===== src/rtl/fpmax_pkg.sv =====
package fpmax_pkg;

  localparam int VEC_W      = 128;
  localparam int HALF_EXP_W = 5;
  localparam int HALF_MAN_W = 10;
  localparam int SNGL_EXP_W = 8;
  localparam int SNGL_MAN_W = 23;
  localparam int DBL_EXP_W  = 11;
  localparam int DBL_MAN_W  = 52;
  localparam int MAX_ELEM_W = 1 + DBL_EXP_W + DBL_MAN_W;
  localparam int NUM_FMT    = 3;

  typedef enum logic [1:0] {
    FMT_SINGLE = 2'b00,
    FMT_DOUBLE = 2'b01,
    FMT_BAD    = 2'b10,
    FMT_HALF   = 2'b11
  } fmt_e;

  typedef struct packed {
    logic sign;
    logic is_nan;
    logic is_snan;
    logic is_zero;
  } fp_class_t;

  // Element width derived from the format code: 8 << (code ^ 2'b10)
  function automatic int elem_width(input logic [1:0] code);
    return 8 << int'(code ^ 2'b10);
  endfunction

  // Index of the lane that serves a legal format code
  function automatic int lane_index(input logic [1:0] code);
    case (code)
      2'b11:   return 0;
      2'b00:   return 1;
      default: return 2;
    endcase
  endfunction

endpackage


===== src/rtl/fpmax_classify.sv =====
module fpmax_classify
  import fpmax_pkg::*;
#(
  parameter int EXP_W = 8,
  parameter int MAN_W = 23,
  localparam int ELEM_W = 1 + EXP_W + MAN_W
) (
  input  logic [ELEM_W-1:0] value,
  output fp_class_t         cls,
  output logic [ELEM_W-2:0] mag
);

  logic [EXP_W-1:0] exp_f;
  logic [MAN_W-1:0] man_f;
  logic             exp_ones;
  logic             man_nz;

  assign exp_f    = value[ELEM_W-2 -: EXP_W];
  assign man_f    = value[MAN_W-1:0];
  assign exp_ones = &exp_f;
  assign man_nz   = |man_f;

  always_comb begin
    cls.sign    = value[ELEM_W-1];
    cls.is_nan  = exp_ones && man_nz;
    cls.is_snan = exp_ones && man_nz && !man_f[MAN_W-1];
    cls.is_zero = (exp_f == '0) && !man_nz;
  end

  assign mag = value[ELEM_W-2:0];

endmodule


===== src/rtl/fpmax_resolve.sv =====
module fpmax_resolve
  import fpmax_pkg::*;
#(
  parameter int EXP_W = 8,
  parameter int MAN_W = 23,
  localparam int ELEM_W = 1 + EXP_W + MAN_W
) (
  input  logic [ELEM_W-1:0] opnd_a,
  input  logic [ELEM_W-1:0] opnd_b,
  input  logic              alt_mode,
  input  logic              dflt_nan,
  output logic [ELEM_W-1:0] elem_out,
  output logic              snan_seen,
  output logic              nan_seen
);

  localparam logic [ELEM_W-1:0] QUIET_BIT   = ELEM_W'(1) << (MAN_W - 1);
  localparam logic [ELEM_W-1:0] DEFAULT_NAN =
    {1'b0, {EXP_W{1'b1}}, 1'b1, {(MAN_W-1){1'b0}}};

  fp_class_t         cls_a, cls_b;
  logic [ELEM_W-2:0] mag_a, mag_b;

  fpmax_classify #(.EXP_W(EXP_W), .MAN_W(MAN_W)) u_cls_a (
    .value(opnd_a), .cls(cls_a), .mag(mag_a)
  );
  fpmax_classify #(.EXP_W(EXP_W), .MAN_W(MAN_W)) u_cls_b (
    .value(opnd_b), .cls(cls_b), .mag(mag_b)
  );

  logic              a_wins;
  logic              take_a_nan;
  logic              zero_pair;
  logic [ELEM_W-1:0] larger;
  logic [ELEM_W-1:0] quiet_nan;

  // Sign-magnitude ordering; signs that differ settle it (so +0 beats -0)
  always_comb begin
    if (cls_a.sign != cls_b.sign)
      a_wins = !cls_a.sign;
    else if (cls_a.sign)
      a_wins = mag_a < mag_b;
    else
      a_wins = mag_a > mag_b;
  end

  assign larger     = a_wins ? opnd_a : opnd_b;
  assign take_a_nan = cls_a.is_snan || (!cls_b.is_snan && cls_a.is_nan);
  assign quiet_nan  = (take_a_nan ? opnd_a : opnd_b) | QUIET_BIT;
  assign zero_pair  = cls_a.is_zero && cls_b.is_zero;
  assign nan_seen   = cls_a.is_nan || cls_b.is_nan;
  assign snan_seen  = cls_a.is_snan || cls_b.is_snan;

  always_comb begin
    if (alt_mode) begin
      if (nan_seen || zero_pair) elem_out = opnd_b;
      else                       elem_out = larger;
    end else if (nan_seen) begin
      elem_out = dflt_nan ? DEFAULT_NAN : quiet_nan;
    end else begin
      elem_out = larger;
    end
  end

endmodule


===== src/rtl/fpmax_pack.sv =====
module fpmax_pack #(
  parameter int DATA_W = 128,
  parameter int ELEM_W = 32,
  localparam int UPPER_W = DATA_W - ELEM_W
) (
  input  logic [UPPER_W-1:0] upper_src,
  input  logic [ELEM_W-1:0]  elem,
  input  logic               merge_en,
  output logic [DATA_W-1:0]  packed_out
);

  logic [UPPER_W-1:0] upper_bits;

  assign upper_bits = merge_en ? upper_src : '0;
  assign packed_out = {upper_bits, elem};

endmodule


===== src/rtl/fpmax_unit.sv =====
module fpmax_unit
  import fpmax_pkg::*;
#(
  parameter int DATA_W = VEC_W
) (
  input  logic                  clk,
  input  logic                  rst_n,
  input  logic                  in_valid,
  input  logic [DATA_W-1:0]     op_a,
  input  logic [MAX_ELEM_W-1:0] op_b,
  input  logic [1:0]            fmt_sel,
  input  logic                  alt_mode,
  input  logic                  dflt_nan,
  input  logic                  merge_en,
  output logic                  out_valid,
  output logic [DATA_W-1:0]     result,
  output logic                  invalid_flag,
  output logic                  undef_fmt
);

  logic [DATA_W-1:0] lane_result [NUM_FMT];
  logic [NUM_FMT-1:0] lane_snan;
  logic [NUM_FMT-1:0] lane_nan;

  for (genvar k = 0; k < NUM_FMT; k++) begin : g_fmt
    localparam int EXP_W = (k == 0) ? HALF_EXP_W : (k == 1) ? SNGL_EXP_W : DBL_EXP_W;
    localparam int MAN_W = (k == 0) ? HALF_MAN_W : (k == 1) ? SNGL_MAN_W : DBL_MAN_W;
    localparam int EW    = 1 + EXP_W + MAN_W;

    logic [EW-1:0] elem;
    logic          snan_k;
    logic          nan_k;

    fpmax_resolve #(.EXP_W(EXP_W), .MAN_W(MAN_W)) u_res (
      .opnd_a   (op_a[EW-1:0]),
      .opnd_b   (op_b[EW-1:0]),
      .alt_mode (alt_mode),
      .dflt_nan (dflt_nan),
      .elem_out (elem),
      .snan_seen(snan_k),
      .nan_seen (nan_k)
    );

    fpmax_pack #(.DATA_W(DATA_W), .ELEM_W(EW)) u_pack (
      .upper_src (op_a[DATA_W-1:EW]),
      .elem      (elem),
      .merge_en  (merge_en),
      .packed_out(lane_result[k])
    );

    assign lane_snan[k] = snan_k;
    assign lane_nan[k]  = nan_k;
  end

  // Named events of the selected lane, brought out for the checker
  logic              sel_undef;
  logic              sel_snan;
  logic              sel_nan;
  logic [DATA_W-1:0] sel_result;

  always_comb begin
    sel_undef  = (fmt_e'(fmt_sel) == FMT_BAD);
    sel_snan   = 1'b0;
    sel_nan    = 1'b0;
    sel_result = '0;
    if (!sel_undef) begin
      sel_snan   = lane_snan[lane_index(fmt_sel)];
      sel_nan    = lane_nan[lane_index(fmt_sel)];
      sel_result = lane_result[lane_index(fmt_sel)];
    end
  end

  always_ff @(posedge clk or negedge rst_n) begin
    if (!rst_n) begin
      out_valid    <= 1'b0;
      result       <= '0;
      invalid_flag <= 1'b0;
      undef_fmt    <= 1'b0;
    end else begin
      out_valid <= in_valid;
      if (in_valid) begin
        result       <= sel_result;
        invalid_flag <= sel_snan;
        undef_fmt    <= sel_undef;
      end
    end
  end

endmodule


===== config.mk =====
export PLATFORM = sky130hd
export DESIGN_NAME = fpmax_unit
export DESIGN_NICKNAME = d
export VERILOG_FILES = /design/src/rtl/fpmax_pkg.sv /design/src/rtl/fpmax_classify.sv /design/src/rtl/fpmax_resolve.sv /design/src/rtl/fpmax_pack.sv /design/src/rtl/fpmax_unit.sv
export SDC_FILE = /design/constraint.sdc
export NUM_CORES = 1
export LEC_CHECK = 0
export BUFFER_PORTS_ARGS = -buffer_cell sky130_fd_sc_hd__buf_2
export CAP_MARGIN = 20
export CORE_ASPECT_RATIO = 0.75
export CORE_MARGIN = 2
export CORE_UTILIZATION = 45
export DETAILED_ROUTE_END_ITERATION = 7
export PLACE_DENSITY = 0.83
export SLEW_MARGIN = 15
export SYNTH_ARGS = -nofsm -noshare
export SYNTH_HDL_FRONTEND = slang
export SYNTH_SLANG_ARGS = --single-unit
export TNS_END_PERCENT = 10

===== constraint.sdc =====
create_clock -name clk -period 1.9 [get_ports clk]
set_input_delay 0.38 -clock clk [delete_from_list [all_inputs] [get_ports clk]]
set_output_delay 0.38 -clock clk [all_outputs]
set_load 0.02 [all_outputs]

==> out/qor.csv <==
metric;value;unit
status;finished, violations left;
failed_checks;negative hold slack, negative setup slack;
p_per_area;655;mW/mm^2
portBuffers;330;
dieWidth;188;microns
critPathMaxFanout;4;
setup_viol;65;
ys_ff_latch;131;
crit_path_start_kind;input pin;
first_global_vias;14960;
synth_top_area_share;28.7;%
crit_cells;18;
critPathCaptureType;flip-flop;
area_growth_syn_to_layout;63.9;%
yosys.area.top_type;dfrtp_1;
final_cell_mix;buf_4, buf_2, nand2_1, dfrtp_1, a21oi_1;
drc;0;
synthCells;1373;
rr_worst_depth;4;
path_delay_family;buffers and inverters;
grt_first_pass_wirelength;83800;microns
synth_area_per_cell;8.31;sq um
gp_congestion;1.00;
clk_latency;0.43;ns
critical_path_required;2.20;ns
syn_area;0.0114;sq mm
slew_violations;0;
rsz0062_at_grt;yes;
ys.flop_type;dfrtp_1;
slew_headroom;43.0;%
p_leak;0.00906;uW
finClkSkew;0;ns
core_area;0.0250;sq mm
pwr-share-clk;30.4;%
p_sw;4630;uW
slowest_stage;ha_4;
synth_edf_count;0;
dp_hpwl;40100;microns
cpPeakStageDelay;0.30;ns
ioPinCount;331;
ctsHtreeMaxLevel;4;
track_usage;40.0;%
drt-total-wl;57900;microns
postCtsHoldBufs;0;
dieArea;0.0267;sq mm
vias;15994;
max_freq;317;MHz
multi_input_area;0.00863;sq mm
die_h;142;microns
start_util;45.7;%
fin_tns_setup;-72.28;ns
regToRegSetupSlack;0.71;ns
drtPass1Iterations;8;
period_minus_slack;3.15;ns
ys_warn_count;0;
cts_tree;yes;
wl_per_cell;24.3;microns
pwr-share-comb;42.3;%
internal_power;7630;uW
drive_gt1_share;49.2;%
yosys-top-cells-area;dfrtp_1, ha_1, a21oi_1;
fillCellCount;1704;
fin_ws;-1.25;ns
fp-row-count;50;
cp_common_cell;buf_4;
cp_num_buf_inv;7;
seqCellArea;0.00328;sq mm
tightest_slew;0.833;ns
cp.arrival;3.45;ns
cts_sinks;131;
worst_hold_slack;-0.0538;ns
crit_type;in2reg;
hold_path_class;in2async;
ctsLongestPathBuffers;2;
yosysUniqueCellTypes;68;
clock-root-buffer;clkbuf_16;
seq_area_frac_synth;28.7;%
drt-initial-drc-count;2280;
antenna_found_initial;4;
clkTransAtPathRegs;0.07;ns
cts_buffers;17;
viasPerCell;6.70;
power_frac_seq;27.4;%
hold_viol;13;
ant_nets;0;
synthArstFlopShare;100;%
worstPathCellList;buf_2, inv_1, ha_4, nand4_1, buf_4, nor3_2, nand3_2, a31oi_4, a31oi_4, buf_6, nand3_2, buf_4, nand2_2, buf_6, buf_4, o32ai_2, a211oi_2, a221o_1;
peakVddDrop;0.000635;V
maxCapViolCount;0;
fin_nets;2300;
netSwitchingFraction;37.8;%
grt_max_degree;99;
grt-ovfl-total;0;
fin_crit_sh;166;%
syn_nets;1641;
mostFrequentLayoutCell;buf_4;
flip-flops by register name, indices dropped and copies added (netlist names):
signal,flops
out_valid,1
result,128
invalid_flag,1
undef_fmt,1
final cells by class:
| type | count | share of cell area (%) |
|---|---|---|
| multi-input cells | 1057 | 46.2 |
| repair buffers | 744 | 28.8 |
| flip-flops and latches | 131 | 17.5 |
| clock buffers | 18 | 2.29 |
| well taps | 338 | 2.26 |
| inverters | 81 | 1.82 |
| clock inverters | 14 | 1.14 |
| diodes | 3 | 0.0401 |
metal layers:
metal / up-vias / global-route usage, % / wire, microns
met1: 7443 / 53.7 / 21800
met3: 356 / 10.8 / 8080
met4: 2 / 17.5 / 3250
met5: - / 0 / 15
li1: 6700 / - / -
met2: 1493 / 60.8 / 24800
metrics by stage:
step | cell area, sq um | setup WS (ns) | utilization [%] | std cells | total power [uW]
finish | 18700 | -1.25 | 74.9 | 2386 | 12300
global placement | 16500 | -1.79 | 66.1 | 2326 | 7660
floorplan | 11600 | -1.15 | - | 1373 | 5530
CTS | 18100 | -0.989 | 72.7 | 2374 | 11800
global route | 18700 | -1.37 | 74.9 | 2385 | 12700
detailed placement | 16500 | -1.82 | 66.1 | 2326 | 7780
cells in the mapped netlist (5+ instances only):
library cell / instances
nand4_1: 32
a32o_1: 11
a32oi_1: 5
o31ai_1: 5
o22ai_1: 15
inv_1: 80
a211oi_1: 33
a221oi_1: 34
o32ai_1: 21
o311a_1: 6
nor4_2: 6
clkbuf_1: 84
a211o_1: 5
and2_1: 7
o221ai_1: 13
a221o_1: 31
o21ai_0: 43
nand3_1: 30
nor2b_1: 14
nand2b_1: 5
nor2_1: 63
and3_1: 9
or3_1: 8
a22o_1: 70
nor3_1: 42
a21oi_1: 129
mux2_2: 26
o31a_1: 14
o211ai_1: 6
nor4_1: 23
ha_1: 68
nand2_1: 136
a31oi_1: 36
dfrtp_1: 131
a311oi_1: 9
a21o_1: 13
mux2i_1: 39
buf_2: 13
timing repair:
action,CTS,global route
buffers inserted,15,12
resized for setup,177,93
setup endpoints to repair,65,65
cloned,1,0
pin swaps,47,42
worst register-to-register path, cell delays in order (launching register included):
cell     delay, ns
dfrtp_1       0.40
nor2b_1       0.18
nor3_1        0.33
a31oi_2       0.06
o31a_1        0.11
cells by family after synthesis:
| family | after synthesis | synth area share, % |
|---|---|---|
| and+or+nand+nor | 386 | 16.7 |
| adders and majority gates | 68 | 7.46 |
| AOI/OAI and AO/OA | 537 | 34.5 |
| muxes | 66 | 6.12 |
| buffers and inverters | 185 | 6.43 |
| DFF | 131 | 28.7 |
power by group through the flow:
stage / clock network, uW / registers [uW] / logic, uW
6_report: 3720 / 3350 / 5180
5_1_grt: 3860 / 3380 / 5420
4_1_cts: 3740 / 3330 / 4730
3_5_place_dp: 0 / 3380 / 4400
3_3_place_gp: 0 / 3370 / 4290
2_1_floorplan: 0 / 3760 / 1780
worst paths after layout:
check | from | to
min reg2reg | undef_fmt | undef_fmt
max | op_b[40] | result[37]
min in group clk | in_valid | out_valid
min | rst_n | result[76]
max in group asynchronous | rst_n | result[21]
max reg2reg | result[62] | result[62]
Power figures use the tool's default switching activity.
